<file path="config.mk">
export PLATFORM = sky130hd
export DESIGN_NAME = sdc_cmd_engine
export DESIGN_NICKNAME = d
export VERILOG_FILES = /design/src/rtl/sdc_cmd_pkg.sv /design/src/rtl/sdc_cmd_tx.sv /design/src/rtl/sdc_cmd_rx.sv /design/src/rtl/sdc_cmd_engine.sv
export SDC_FILE = /design/constraint.sdc
export NUM_CORES = 1
export LEC_CHECK = 0
export CELL_PAD_IN_SITES_DETAIL_PLACEMENT = 1
export CELL_PAD_IN_SITES_GLOBAL_PLACEMENT = 2
export CORE_MARGIN = 2
export CORE_UTILIZATION = 42
export DETAILED_ROUTE_END_ITERATION = 8
export DONT_BUFFER_PORTS = 1
export GPL_ROUTABILITY_DRIVEN = 0
export PLACE_DENSITY_LB_ADDON = 0.12
export RECOVER_POWER = 50
export SETUP_SLACK_MARGIN = 0.4
export SYNTH_ARGS = -nofsm -noshare
export SYNTH_HDL_FRONTEND = slang
export SYNTH_SLANG_ARGS = --single-unit
</file>
<file path="constraint.sdc">
create_clock -name clk -period 3.6 [get_ports clk]
set_input_delay 0.36 -clock clk [delete_from_list [all_inputs] [get_ports clk]]
set_output_delay 0.36 -clock clk [all_outputs]
set_load 0.005 [all_outputs]
</file>
<file path="src/rtl/sdc_cmd_pkg.sv">
package sdc_cmd_pkg;
  localparam logic [2:0] A_ARG  = 3'd0;
  localparam logic [2:0] A_CMD  = 3'd1;
  localparam logic [2:0] A_STAT = 3'd2;
  localparam logic [2:0] A_CLR  = 3'd3;
  localparam logic [2:0] A_RSP0 = 3'd4;
  localparam logic [2:0] A_RSP1 = 3'd5;
  localparam logic [2:0] A_RSP2 = 3'd6;
  localparam logic [2:0] A_RSP3 = 3'd7;

  localparam int C_NEED = 6;
  localparam int C_LONG = 7;
  localparam int C_EN   = 9;
  localparam int C_SRST = 10;

  localparam int S_OK   = 0;
  localparam int S_ERR  = 1;
  localparam int S_TMO  = 2;
  localparam int S_SENT = 3;

  // one serial step of the x^7+x^3+1 checksum
  function automatic logic [6:0] crc7_step(input logic [6:0] c, input logic b);
    logic fb;
    fb = b ^ c[6];
    return {c[5:0], 1'b0} ^ (fb ? 7'h09 : 7'h00);
  endfunction
endpackage

</file>
<file path="src/rtl/sdc_cmd_tx.sv">
module sdc_cmd_tx
  import sdc_cmd_pkg::*;
#(
  parameter int TOKEN_W = 48
) (
  input  logic        clk,
  input  logic        rst_n,
  input  logic        abort,
  input  logic        tick,
  input  logic        start,
  input  logic [5:0]  idx_i,
  input  logic [31:0] arg_i,
  output logic        cmd_out,
  output logic        cmd_oe,
  output logic        busy,
  output logic        done
);
  localparam int HDR_W = TOKEN_W - 8;
  localparam int CW    = $clog2(TOKEN_W + 1);

  logic [HDR_W-1:0]   head;
  logic [6:0]         head_crc;
  logic [TOKEN_W-1:0] sh;
  logic [CW-1:0]      cnt;

  assign head = {1'b0, 1'b1, idx_i, arg_i};

  always_comb begin
    head_crc = 7'h00;
    for (int i = HDR_W - 1; i >= 0; i--) head_crc = crc7_step(head_crc, head[i]);
  end

  always_ff @(posedge clk or negedge rst_n) begin
    if (!rst_n) begin
      sh <= '0; cnt <= '0; busy <= 1'b0; done <= 1'b0;
      cmd_out <= 1'b1; cmd_oe <= 1'b0;
    end else if (abort) begin
      cnt <= '0; busy <= 1'b0; done <= 1'b0;
      cmd_out <= 1'b1; cmd_oe <= 1'b0;
    end else begin
      done <= 1'b0;
      if (start) begin
        sh   <= {head, head_crc, 1'b1};
        cnt  <= CW'(TOKEN_W);
        busy <= 1'b1;
      end else if (busy && tick) begin
        if (cnt != '0) begin
          cmd_out <= sh[TOKEN_W-1];
          cmd_oe  <= 1'b1;
          sh      <= {sh[TOKEN_W-2:0], 1'b1};
          cnt     <= cnt - 1'b1;
        end else begin
          cmd_out <= 1'b1;
          cmd_oe  <= 1'b0;
          busy    <= 1'b0;
          done    <= 1'b1;
        end
      end
    end
  end

  // line is driven only while a token is in flight
  p_oe_in_token_r1: assert property (@(posedge clk) disable iff (!rst_n)
    cmd_oe |-> busy);
  // idle line rests high
  p_idle_high_r1: assert property (@(posedge clk) disable iff (!rst_n)
    !cmd_oe |-> cmd_out);
endmodule

</file>
<file path="src/rtl/sdc_cmd_rx.sv">
module sdc_cmd_rx
  import sdc_cmd_pkg::*;
#(
  parameter int TIMEOUT_TICKS = 64,
  parameter int SHORT_W       = 48,
  parameter int LONG_W        = 136
) (
  input  logic               clk,
  input  logic               rst_n,
  input  logic               abort,
  input  logic               tick,
  input  logic               start,
  input  logic               long_i,
  input  logic               cmd_in,
  output logic               busy,
  output logic               done,
  output logic               ok,
  output logic               err,
  output logic               tmo,
  output logic [LONG_W-9:0]  data
);
  localparam int DW     = LONG_W - 8;
  localparam int PW     = $clog2(LONG_W);
  localparam int WW     = $clog2(TIMEOUT_TICKS);
  localparam int S_LAST = SHORT_W - 1;
  localparam int S_HI   = SHORT_W - 9;
  localparam int L_LAST = LONG_W - 1;
  localparam int L_LO   = LONG_W - DW;
  localparam int L_HI   = LONG_W - 9;

  typedef enum logic [1:0] {R_IDLE, R_WAIT, R_RECV} rx_state_e;

  rx_state_e      st;
  logic [DW-1:0]  sh;
  logic [6:0]     crc;
  logic [PW-1:0]  pos;
  logic [WW-1:0]  wcnt;
  logic           lng;
  logic [PW-1:0]  lo, hi, last;

  assign lo   = lng ? PW'(L_LO)   : PW'(1);
  assign hi   = lng ? PW'(L_HI)   : PW'(S_HI);
  assign last = lng ? PW'(L_LAST) : PW'(S_LAST);
  assign busy = (st != R_IDLE);
  assign data = sh;

  always_ff @(posedge clk or negedge rst_n) begin
    if (!rst_n) begin
      st <= R_IDLE; sh <= '0; crc <= '0; pos <= '0; wcnt <= '0; lng <= 1'b0;
      done <= 1'b0; ok <= 1'b0; err <= 1'b0; tmo <= 1'b0;
    end else if (abort) begin
      st <= R_IDLE; done <= 1'b0; ok <= 1'b0; err <= 1'b0; tmo <= 1'b0;
    end else begin
      done <= 1'b0; ok <= 1'b0; err <= 1'b0; tmo <= 1'b0;
      unique case (st)
        R_IDLE: if (start) begin
          st <= R_WAIT; sh <= '0; crc <= '0; wcnt <= '0; lng <= long_i;
        end
        R_WAIT: if (tick) begin
          if (!cmd_in) begin
            st  <= R_RECV;
            pos <= PW'(1);
          end else if (wcnt == WW'(TIMEOUT_TICKS - 1)) begin
            st <= R_IDLE; done <= 1'b1; err <= 1'b1; tmo <= 1'b1;
          end else begin
            wcnt <= wcnt + 1'b1;
          end
        end
        R_RECV: if (tick) begin
          sh  <= {sh[DW-2:0], cmd_in};
          pos <= pos + 1'b1;
          if (pos >= lo && pos <= hi) crc <= crc7_step(crc, cmd_in);
          if (pos == last) begin
            st   <= R_IDLE;
            done <= 1'b1;
            if ((crc == sh[6:0]) && cmd_in) ok <= 1'b1;
            else err <= 1'b1;
          end
        end
        default: st <= R_IDLE;
      endcase
    end
  end

  // a finished reply reports exactly one verdict
  p_one_verdict_r4: assert property (@(posedge clk) disable iff (!rst_n)
    done |-> (ok != err));
  // a timeout is always an error and ends the reply phase
  p_timeout_is_error_r5: assert property (@(posedge clk) disable iff (!rst_n)
    tmo |-> (err && done && !busy));
  // no verdict without a finished reply
  p_no_stray_verdict_r4: assert property (@(posedge clk) disable iff (!rst_n)
    (ok || err) |-> done);
endmodule

</file>
<file path="src/rtl/sdc_cmd_engine.sv">
module sdc_cmd_engine
  import sdc_cmd_pkg::*;
#(
  parameter int TIMEOUT_TICKS = 64,
  parameter int RST_CYCLES    = 8
) (
  input  logic        clk,
  input  logic        rst_n,
  input  logic        sd_tick,
  input  logic        reg_we,
  input  logic [2:0]  reg_addr,
  input  logic [31:0] reg_wdata,
  output logic [31:0] reg_rdata,
  output logic        cmd_out,
  output logic        cmd_oe,
  input  logic        cmd_in,
  input  logic        card_detect_i,
  input  logic        write_prot_i
);
  localparam int TOKEN_W = 48;
  localparam int LONG_W  = 136;
  localparam int RW      = $clog2(RST_CYCLES + 1);
  localparam int NRSP    = 4;

  logic [31:0]    arg_q;
  logic [9:0]     cmd_q;
  logic [3:0]     sts_q;
  logic [31:0]    rsp_q [NRSP];
  logic [RW-1:0]  rst_cnt;

  logic rst_active, wr_cmd, soft_req, start, abort, need_q, fin;
  logic tx_busy, tx_done;
  logic rx_busy, rx_done, rx_ok, rx_err, rx_tmo;
  logic [LONG_W-9:0] rx_data;
  logic [3:0] clr_mask, set_mask;

  assign rst_active = (rst_cnt != '0);
  assign wr_cmd     = reg_we && (reg_addr == A_CMD) && !rst_active;
  assign soft_req   = wr_cmd && reg_wdata[C_SRST];
  assign start      = wr_cmd && reg_wdata[C_EN] && !reg_wdata[C_SRST] && !cmd_q[C_EN];
  assign abort      = soft_req || rst_active;
  assign need_q     = cmd_q[C_NEED] || cmd_q[C_LONG];
  assign fin        = (tx_done && !need_q) || rx_done;
  assign clr_mask   = (reg_we && (reg_addr == A_CLR) && !rst_active) ? reg_wdata[3:0] : 4'h0;
  assign set_mask   = {tx_done && !need_q, rx_tmo, rx_err, rx_ok};

  sdc_cmd_tx #(.TOKEN_W(TOKEN_W)) u_tx (
    .clk(clk), .rst_n(rst_n), .abort(abort), .tick(sd_tick), .start(start),
    .idx_i(reg_wdata[5:0]), .arg_i(arg_q),
    .cmd_out(cmd_out), .cmd_oe(cmd_oe), .busy(tx_busy), .done(tx_done)
  );

  sdc_cmd_rx #(.TIMEOUT_TICKS(TIMEOUT_TICKS), .SHORT_W(TOKEN_W), .LONG_W(LONG_W)) u_rx (
    .clk(clk), .rst_n(rst_n), .abort(abort), .tick(sd_tick),
    .start(tx_done && need_q), .long_i(cmd_q[C_LONG]), .cmd_in(cmd_in),
    .busy(rx_busy), .done(rx_done), .ok(rx_ok), .err(rx_err), .tmo(rx_tmo),
    .data(rx_data)
  );

  always_ff @(posedge clk or negedge rst_n) begin
    if (!rst_n) begin
      arg_q <= '0; cmd_q <= '0; sts_q <= '0; rst_cnt <= '0;
      for (int i = 0; i < NRSP; i++) rsp_q[i] <= '0;
    end else if (soft_req) begin
      arg_q <= '0; cmd_q <= '0; sts_q <= '0; rst_cnt <= RW'(RST_CYCLES);
      for (int i = 0; i < NRSP; i++) rsp_q[i] <= '0;
    end else begin
      if (rst_active) rst_cnt <= rst_cnt - 1'b1;
      if (reg_we && (reg_addr == A_ARG) && !rst_active) arg_q <= reg_wdata;
      if (wr_cmd && !cmd_q[C_EN]) cmd_q <= reg_wdata[9:0];
      if (fin) cmd_q[C_EN] <= 1'b0;
      sts_q <= (sts_q & ~clr_mask) | set_mask;
      if (rx_done && !rx_tmo) begin
        if (cmd_q[C_LONG]) begin
          for (int i = 0; i < NRSP; i++) rsp_q[i] <= rx_data[32*i +: 32];
        end else begin
          rsp_q[0] <= rx_data[39:8];
        end
      end
    end
  end

  always_comb begin
    unique case (reg_addr)
      A_ARG:   reg_rdata = arg_q;
      A_CMD:   reg_rdata = {21'h0, rst_active, cmd_q};
      A_STAT:  reg_rdata = {26'h0, write_prot_i, card_detect_i, sts_q};
      A_RSP0:  reg_rdata = rsp_q[0];
      A_RSP1:  reg_rdata = rsp_q[1];
      A_RSP2:  reg_rdata = rsp_q[2];
      A_RSP3:  reg_rdata = rsp_q[3];
      default: reg_rdata = 32'h0;
    endcase
  end

  // a token never starts on top of a running one
  p_start_when_idle_r2: assert property (@(posedge clk) disable iff (!rst_n)
    start |-> (!tx_busy && !rx_busy));
  // enable reads 1 whenever either half is active
  p_enable_while_busy_r12: assert property (@(posedge clk) disable iff (!rst_n)
    (tx_busy || rx_busy) |-> cmd_q[C_EN]);
  // a one in the clear word removes the flag unless it is set again
  p_clear_one_r9: assert property (@(posedge clk) disable iff (!rst_n)
    (reg_we && reg_addr == A_CLR && reg_wdata[S_OK] && !rx_ok && !rst_active) |=> !sts_q[S_OK]);
  // a zero in the clear word keeps the flag
  p_clear_zero_r9: assert property (@(posedge clk) disable iff (!rst_n)
    (reg_we && reg_addr == A_CLR && !reg_wdata[S_OK] && sts_q[S_OK] && !soft_req) |=> sts_q[S_OK]);
  // the line stays released during soft reset
  p_reset_quiet_r10: assert property (@(posedge clk) disable iff (!rst_n)
    (rst_active && $past(rst_active)) |-> !cmd_oe);
endmodule

</file>
Word level (Yosys, flattened, before mapping):

Index checks and enable logic that the tools add are counted.

* flip-flop bits (word level): 392
* input port bits: 42

* bitwise logic cells: 81
* equal/unequal tests: 26
* magnitude comparators: 2
* reductions and logical operators: 54
* mux-type cells: 122
* add/subtract/negate cells: 4

Operators with widths (number)
* 128-bit 2-to-1 mux: 4
* 7-bit XOR: 38
* 128-bit case mux with 2 select lines: 1
* 32-bit case mux with 7 select lines: 1
* 4-bit 2-to-1 mux: 44
* 48-bit 2-to-1 mux: 3
* 32-bit 2-to-1 mux: 3
* 96-bit 2-to-1 mux: 1
* 6-bit 2-to-1 mux: 8
* 1-bit XOR: 37
* 1-bit 2-to-1 mux: 34
* 8-bit 2-to-1 mux: 4
* 7-bit 2-to-1 mux: 4
* 2-bit nonzero test: 11
* 10-bit 2-to-1 mux: 2
* 1-bit logical AND: 17
* 8-bit case mux with 2 select lines: 1
* 5-bit AND reduction: 3
* 2-bit 2-to-1 mux: 7
* 7-bit case mux with 2 select lines: 1
* 3-bit == test (second input constant): 4
* 6-bit case mux with 2 select lines: 1
* 2-bit != test (second input constant): 5
* 3-bit != test (second input constant): 3
* other kinds (35): 52

Longest topological paths before layout:

Gate-level depths: netlist (run 1).

* word-level depth: 112
* gate-level depth with buffers: 10
* mapped depth without buffers: 8

Modules after synthesis:

A second synthesis (run 1) with hierarchy kept.

* cells, all modules: 1931
* area, all modules: 18960.7 µm²

By module, submodules not included
* sdc_cmd_engine: times used 1, area each 8567.0 µm², cells each 833, seq. area each 4454.3 µm²
* sdc_cmd_rx: times used 1, area each 6922.9 µm², cells each 772, seq. area each 3903.7 µm²
* sdc_cmd_tx: times used 1, area each 3470.8 µm², cells each 326, seq. area each 1452.6 µm²

Least setup slack after synthesis (run 1):

OpenSTA, ideal clock, no wires.

* kind: reg-to-reg
* start: reg rst_cnt[0]
* end: reg u_rx.sh[17], in the netlist u_rx.data[17]
* setup slack: 1.068 ns
* buffers on the path: 3
* data required time: 3.479 ns
* arrival: 2.412 ns
* setup time: 0.121 ns
* cell stages (with the launch flop): 11
* path through: dfrtp_1 > inv_1 > ha_1 > or3b_2 > clkbuf_1 > a31o_2 > a21oi_1 > nand2_1 > clkbuf_1 > clkbuf_1 > a22o_1

* longest elaborated chain between the ends: 7

RTL lines
* start, declared: line sdc_cmd_engine.sv:29 `logic [RW-1:0] rst_cnt;`
* start signal, assigned: line sdc_cmd_engine.sv:68 `if (rst_active) rst_cnt <= rst_cnt - 1'b1;`
* 4-bit nonzero test (*): line sdc_cmd_engine.sv:37 `assign rst_active = (rst_cnt != '0);`
* 1-bit zero test: line sdc_cmd_engine.sv:38 `assign wr_cmd = reg_we && (reg_addr == A_CMD) && !rst_active;`
* 1-bit logical AND: line sdc_cmd_engine.sv:38
* 1-bit logical AND: line sdc_cmd_engine.sv:39 `assign soft_req = wr_cmd && reg_wdata[C_SRST];`
* 1-bit logical OR (*): line sdc_cmd_engine.sv:41 `assign abort = soft_req || rst_active;`
* 1-bit inverter (no source line) (*)
* 4-bit AND reduction (no source line) (*)
* end signal, assigned: line sdc_cmd_rx.sv:70 `sh <= {sh[DW-2:0], cmd_in};`
* end, declared: line sdc_cmd_rx.sv:34 `logic [DW-1:0] sh;`

Mark *: on every way between the ends. The rest lies on a longest branch, timed or not.
A chain may end at the register's enable or synchronous reset.

Worst setup path after layout (run 1):

* start: reg rst_cnt[0]
* end: reg arg_q[31]

* longest elaborated chain between the ends: 5

RTL lines
* 4-bit nonzero test (*): line sdc_cmd_engine.sv:37
* 1-bit zero test (*): line sdc_cmd_engine.sv:38, sdc_cmd_engine.sv:69
* 1-bit logical AND: line sdc_cmd_engine.sv:38
* 1-bit logical AND: line sdc_cmd_engine.sv:39
* 32-bit 2-to-1 mux / 2-bit nonzero test (equally long branches)
* end signal, assigned: line sdc_cmd_engine.sv:69 `if (reg_we && (reg_addr == A_ARG) && !rst_active) arg_q <= reg_wdata;`
* end, declared: line sdc_cmd_engine.sv:25 `logic [31:0] arg_q;`

Marked as above.

==> results of run 1 <==
[kinds of logic (layout without fill, tap and decap cells)]
family / Yosys count / in the layout / synth area share, %
AOI/OAI and AO/OA: 484 / 484 / 17.8
xor gates and xnor gates: 70 / 70 / 4.87
adders and majority gates: 13 / 13 / 0.892
buffers and inverters: 166 / 169 / 3.76
DFF: 392 / 392 / 53.8
muxes: 144 / 144 / 8.36
other: 0 / 3 / 0
and+or+nand+nor: 476 / 476 / 10.5
[cell usage after synthesis, drive strengths merged (5+ instances only)]
library cell / instances
a22o: 132
or2: 5
o21ai: 37
o31ai: 5
xor2: 11
a211oi: 34
nor2b: 5
a21oi: 180
clkbuf: 91
dfrtp: 391
nand4: 5
and2: 6
o22ai: 28
mux2: 26
nor2: 115
ha: 13
mux2i: 114
a22oi: 48
nand3: 12
inv: 30
nor4: 5
xnor2: 41
nand2: 305
xnor3: 15
buf: 45
[cell type report]
class	instances	area share [%]
Antenna cell	3	0.0365
Clock buffer	70	6.72
Clock inverter	11	0.518
Inverter	30	0.548
Multi-Input combinational cell	1187	37.9
Sequential cell	392	47.8
Tap cell	585	3.56
Timing Repair Buffer	58	2.98
[stage by stage]
stage,cells,util (%)
detailed placement,2218,43.6
finish,2336,47.8
CTS,2333,47.8
global placement,2218,43.6
global route,2334,47.8
floorplan,1745,-
[how the worst max path moves through the flow]
stage	from	endpoint	slack, ns	cells after the start
after global routing	rst_cnt[0]	arg_q[12]	0.23	9
after detailed placement	rst_cnt[0]	u_rx.crc[0]	0.44	9
final	rst_cnt[0]	arg_q[31]	0.50	9
after floorplan	rst_cnt[0]	u_rx.data[17]	1.07	10
after global placement	rst_cnt[0]	u_rx.crc[5]	0.61	9
after CTS	rst_cnt[0]	u_rx.crc[0]	0.42	9
[where the power goes]
| group | switching, mW | internal (mW) | total [mW] |
|---|---|---|---|
| Sequential | 0.909 | 5.50 | 6.41 |
| Clock | 1.87 | 2.70 | 4.58 |
| Combinational | 2.35 | 2.89 | 5.24 |
[timing repair]
action | CTS | global route
gates resized for setup | 0 | 1
endpoints found under the hold margin | 443 | 392
setup endpoints to repair | 0 | 7
[layer usage]
layer,vias to the layer above,part of all wire [%],track usage (%)
met2,230,46,37.5
met3,77,4.5,4.83
li1,6102,-,-
met1,6795,47,34.4
met4,0,2.5,7.31
met5,-,0,0
[critical path, stage by stage (launching register included)]
cell and delay [ns]:
dfrtp_1 0.36, inv_1 0.11, ha_1 0.23, nor3b_1 0.24, buf_4 0.17, nand2_1 0.08, nor3_2 0.12, clkbuf_1 1.18
nand2_1 0.30, a21oi_1 0.21
[sequential cells by signal, summed over array words and instances, names as in the netlist, 2 cells and up]
| signal | count |
|---|---|
| u_rx.wcnt | 6 |
| u_rx.data | 128 |
| u_rx.st | 2 |
| sts_q | 4 |
| u_rx.pos | 8 |
| arg_q | 32 |
| rsp_q | 128 |
| u_rx.crc | 7 |
| u_tx.sh | 48 |
| cmd_q | 10 |
| rst_cnt | 4 |
| u_tx.cnt | 6 |
==> flow_summary_export.csv, run 1 <==
group,metric,value,unit
grt,grtUsageTotal,24.2,%
cts,cts_hold_buffers,34,
sta,period_share,86.1,%
sta,setup_slack,0.500,ns
synthesis,syn_area,18200,sq um
run_status,violations,"negative hold slack, max-capacitance violations, max-slew violations",
routing,vias,13204,
critical_path,r2r_cells,9,
critical_path,critPathLaunchType,"flop",
synthesis,async_flop_share,100,%
grt,grt_pass1_vias,13550,
grt,grt_start_max_net_pins,393,
synthesis,netlist_instances,1745,
synthesis,yosysTopAreaCellShare,53.6,%
sta,max_slew_margin,-12.5,%
critical_path,reg2reg_from,"rst_cnt[0]",
grt,antenna_found_initial,1,
routing,dr.pass1.iters,5,
synthesis,yosysUniqueCellTypes,60,
finish,nFillCells,4690,
critical_path,arrival,3.60,ns
worst_hold_path,hold_class,"primary input to async pin",
power,p_per_area,790,nW/um^2
sta,tightest_slew,1.69,ns
cts,cts_tree,"yes",
floorplan,die_w,212,um
run_status,status,"finished, violations left",
synthesis,synth.avg_cell_area,10.5,sq um
synthesis,synth-main-ff-cell,"dfrtp_1",
sta,hold_ws,-0.509,ns
grt,grt_pass1_wl,83200,um
power,ir_worst_vdd,712,uV
cts,cts.path.max_buffers,3,
placement,place_hpwl,34000,um
sta,min_period,3.10,ns
sta,final_max_slew_viol_count,182,
floorplan,fp-row-count,76,
cts,cts-root-buf,"clkbuf_16",
synthesis,yosys_register_bits,392,
routing,remaining_drc_errors,0,
sta,hold_viol_final,392,
critical_path,setup.worst_path.class,"flop to flop",
synthesis,yosysSeqAreaShare,53.8,%
cts,clk_pin_slew,0.06,ns
finish,area_growth,12.7,%
critical_path,cp_max_fo,32,
synthesis,synth_largest_area_cell,"dfrtp_1",
finish,regArea,9810,sq um
sta,skew,0.0190,ns
routing,ant_nets,0,
finish,final_cell_mix,"dfrtp_1 (390), nand2_1 (302), a21oi_1 (179)",
critical_path,crit_required,4.10,ns
sta,max_freq,323,MHz
synthesis,synth_edf_count,0,
grt,gr-total-overflow,0,
run,drv_cap,1,
critical_path,r2r_end,"arg_q[31]",
routing,routed_wl,53500,um
critical_path,worstSetupEndpointType,"flop",
cts,postCtsSetupRepairBufs,0,
cts,clock_sinks,392,
synthesis,ys_top_cells_by_area,"dfrtp_1 (54%), a22o_1 (6.3%), nand2_1 (6.3%)",
finish,multi_input_area,7780,sq um
synthesis,syn-num-nets,1800,
sta,setup_viol_count_final,0,
floorplan,core,43000,sq um
placement,io_buffers,0,
finish,fin_area,20500,sq um
placement,dpl_cell_area,18700,sq um
finish,final_nets,1769,
floorplan,io_pins,76,
cts,h-tree-depth,2,
finish,final_common_cell,"dfrtp_1",
sta,setup-tns-final,0,ns
placement,place_ws,0.442,ns
cts,insertion_delay,0.59,ns
sta,rsz0062_at_grt,"false",
routing,routedWlPerCell,22.9,um
routing,drt_iter0_markers,1025,
floorplan,die_h,212,um
power,p_total,16.2,mW
power,leakagePower,9.40,nW
synthesis,yosysWarnings,0,
finish,drive_above_1_share,8.35,%
cts,cts_buffers,45,
critical_path,reg2reg_slack,0.50,ns
floorplan,dieArea,45100,sq um
routing,via_per_inst,5.65,
floorplan,start_util,42.4,%
Note: power is estimated with default switching activity, not from simulation.
==> inputs of run 2 (changes only) <==
--- a/constraint.sdc
+++ b/constraint.sdc
@@ -3,2 +3,2 @@
 set_output_delay 0.36 -clock clk [all_outputs]
-set_load 0.005 [all_outputs]
+set_load 0.1 [all_outputs]
==> run 2 against run 1 <==
Effect of this change:
- the flow still finishes with violations (negative hold slack, max-capacitance violations, max-slew violations)
- wire length is 2.8% higher
- combinational power is 16% higher
- worst setup slack worse by 0.0018 ns
- via count is 2.7% higher
- sequential share of layout area is 1.2 points lower
- total power is 8.6% higher
- cell area is 2.7% higher
- clock power is 10% higher
- maximum frequency hardly changed
- critical endpoint is now arg_q[22]
- largest cell class unchanged
==> flow_summary_export.csv, run 2 (synthesis gave the netlist of run 1 again) <==
group,metric,value,unit
run_status,status,"finished, violations left",
run_status,violations,"negative hold slack, max-capacitance violations, max-slew violations",
finish,drive_above_1_share,12.0,%
routing,routed_wl,55100,um
critical_path,worstSetupEndpointType,"flop",
finish,final_nets,1804,
critical_path,cp_max_fo,32,
critical_path,critPathLaunchType,"flop",
routing,vias,13555,
sta,rsz0062_at_grt,"false",
sta,max_slew_margin,-2.98,%
sta,period_share,86.2,%
power,p_total,17.6,mW
cts,cts-root-buf,"clkbuf_16",
placement,place_hpwl,35000,um
placement,dp_cells,2253,
grt,grt_pass1_vias,14154,
routing,dr.pass1.iters,5,
floorplan,fp-row-count,76,
finish,area_growth,15.7,%
sta,skew,0.0173,ns
floorplan,start_util,42.4,%
worst_hold_path,hold_class,"primary input to async pin",
critical_path,setup.worst_path.class,"flop to flop",
power,leakagePower,9.67,nW
cts,clk_pin_slew,0.06,ns
sta,setup_slack,0.498,ns
cts,cts_hold_buffers,34,
floorplan,die_w,212,um
grt,grt_start_max_net_pins,393,
cts,cts.path.max_buffers,3,
placement,place_ws,0.570,ns
floorplan,io_pins,76,
placement,io_buffers,0,
power,p_per_area,836,nW/um^2
power,ir_worst_vdd,710,uV
placement,dpl_cell_area,19100,sq um
cts,clock_sinks,392,
cts,insertion_delay,0.58,ns
finish,stdcell_count,2371,
sta,setup_viol_count_final,0,
floorplan,dieArea,45100,sq um
sta,final_max_slew_viol_count,33,
grt,grtUsageTotal,25.0,%
cts,postCtsSetupRepairBufs,0,
routing,ant_nets,0,
finish,final_cell_mix,"dfrtp_1 (390), nand2_1 (302), a21oi_1 (177)",
sta,tightest_slew,1.54,ns
finish,fin_area,21100,sq um
routing,remaining_drc_errors,0,
critical_path,arrival,3.59,ns
finish,final_common_cell,"dfrtp_1",
sta,hold_ws,-0.510,ns
cts,cts_tree,"yes",
sta,setup-tns-final,0,ns
grt,antenna_found_initial,0,
sta,hold_viol_final,391,
routing,via_per_inst,5.72,
grt,gr-total-overflow,0,
grt,grt_pass1_wl,86100,um
sta,max_freq,322,MHz
cts,h-tree-depth,2,
sta,min_period,3.10,ns
critical_path,crit_required,4.09,ns
floorplan,die_h,212,um
floorplan,core,43000,sq um
finish,antenna_cells,0,
routing,routedWlPerCell,23.2,um
cts,cts_buffers,45,
run,drv_cap,1,
routing,drt_iter0_markers,1113,
run 2: cell count changes in the layout (fill, tap and decap cells not counted), moves of 4 or more:
cell and change:
buf_4 +31, o22ai_1 -25, o22ai_2 +25, bufinv_16 +8, clkbuf_8 -8, clkbuf_1 +6
o21ai_0 -4, o21ai_2 +4
run 2: report_power, final:
group | switching [mW] | total (mW) | internal (mW)
Combinational | 3.07 | 6.10 | 3.03
Clock | 1.92 | 5.04 | 3.13
Sequential | 0.983 | 6.48 | 5.50
run 2: routing by layer:
layer / track usage (%) / part of all wire, % / vias up
met5: 0 / 0 / -
met2: 39.2 / 45 / 257
li1: - / - / 6186
met3: 4.71 / 4.6 / 103
met1: 35.5 / 47 / 7009
met4: 7.19 / 2.7 / 0
run 2: final timing paths:
kind	from	end	slack, ns	cells after the start
hold / removal	rst_n	u_rx.data[92]	-0.51	0
hold reg to reg	u_tx.sh[0]	u_tx.sh[0]	0.48	1
max in group asynchronous	rst_n	u_rx.data[80]	3.17	0
setup / recovery	rst_cnt[0]	arg_q[22]	0.50	9
min in group clk	cmd_in	u_rx.st[1]	0.04	3
setup reg to reg	rst_cnt[0]	arg_q[22]	0.50	9
run 2: through the flow:
step,utilization (%),hold WS [ns]
finish,49.1,-0.510
floorplan,-,0.0644
CTS,49.1,-0.533
global route,49.1,-0.542
global placement,44.6,0.0861
detailed placement,44.6,0.0848
run 2: timing repair:
item,in CTS,in global routing
gates resized for setup,0,1
hold endpoints to repair,443,392
endpoints found under the setup margin,0,44
run 2: critical path, stage by stage (launching register included):
cell,delay [ns]
dfrtp_1,0.36
inv_1,0.11
ha_1,0.24
nor3b_1,0.25
buf_4,0.19
nand2_1,0.08
nor3_2,0.13
clkbuf_1,1.14
nand2_1,0.29
a21oi_1,0.21
run 2: area by class of cell:
cell class,instances,area [sq um]
fill,4651,21900
sequential,392,9810
multi-input combinational,1187,7970
clock buffer,63,1270
timing repair buffer,93,836
tap,585,732
clock inverter,21,359
inverter,30,113
==> inputs of run 3 (changes only) <==
- GPL_ROUTABILITY_DRIVEN: 0 -> 1
==> results of run 3 <==
No change in the layout: final DEF, timing and power equal those of run 2.
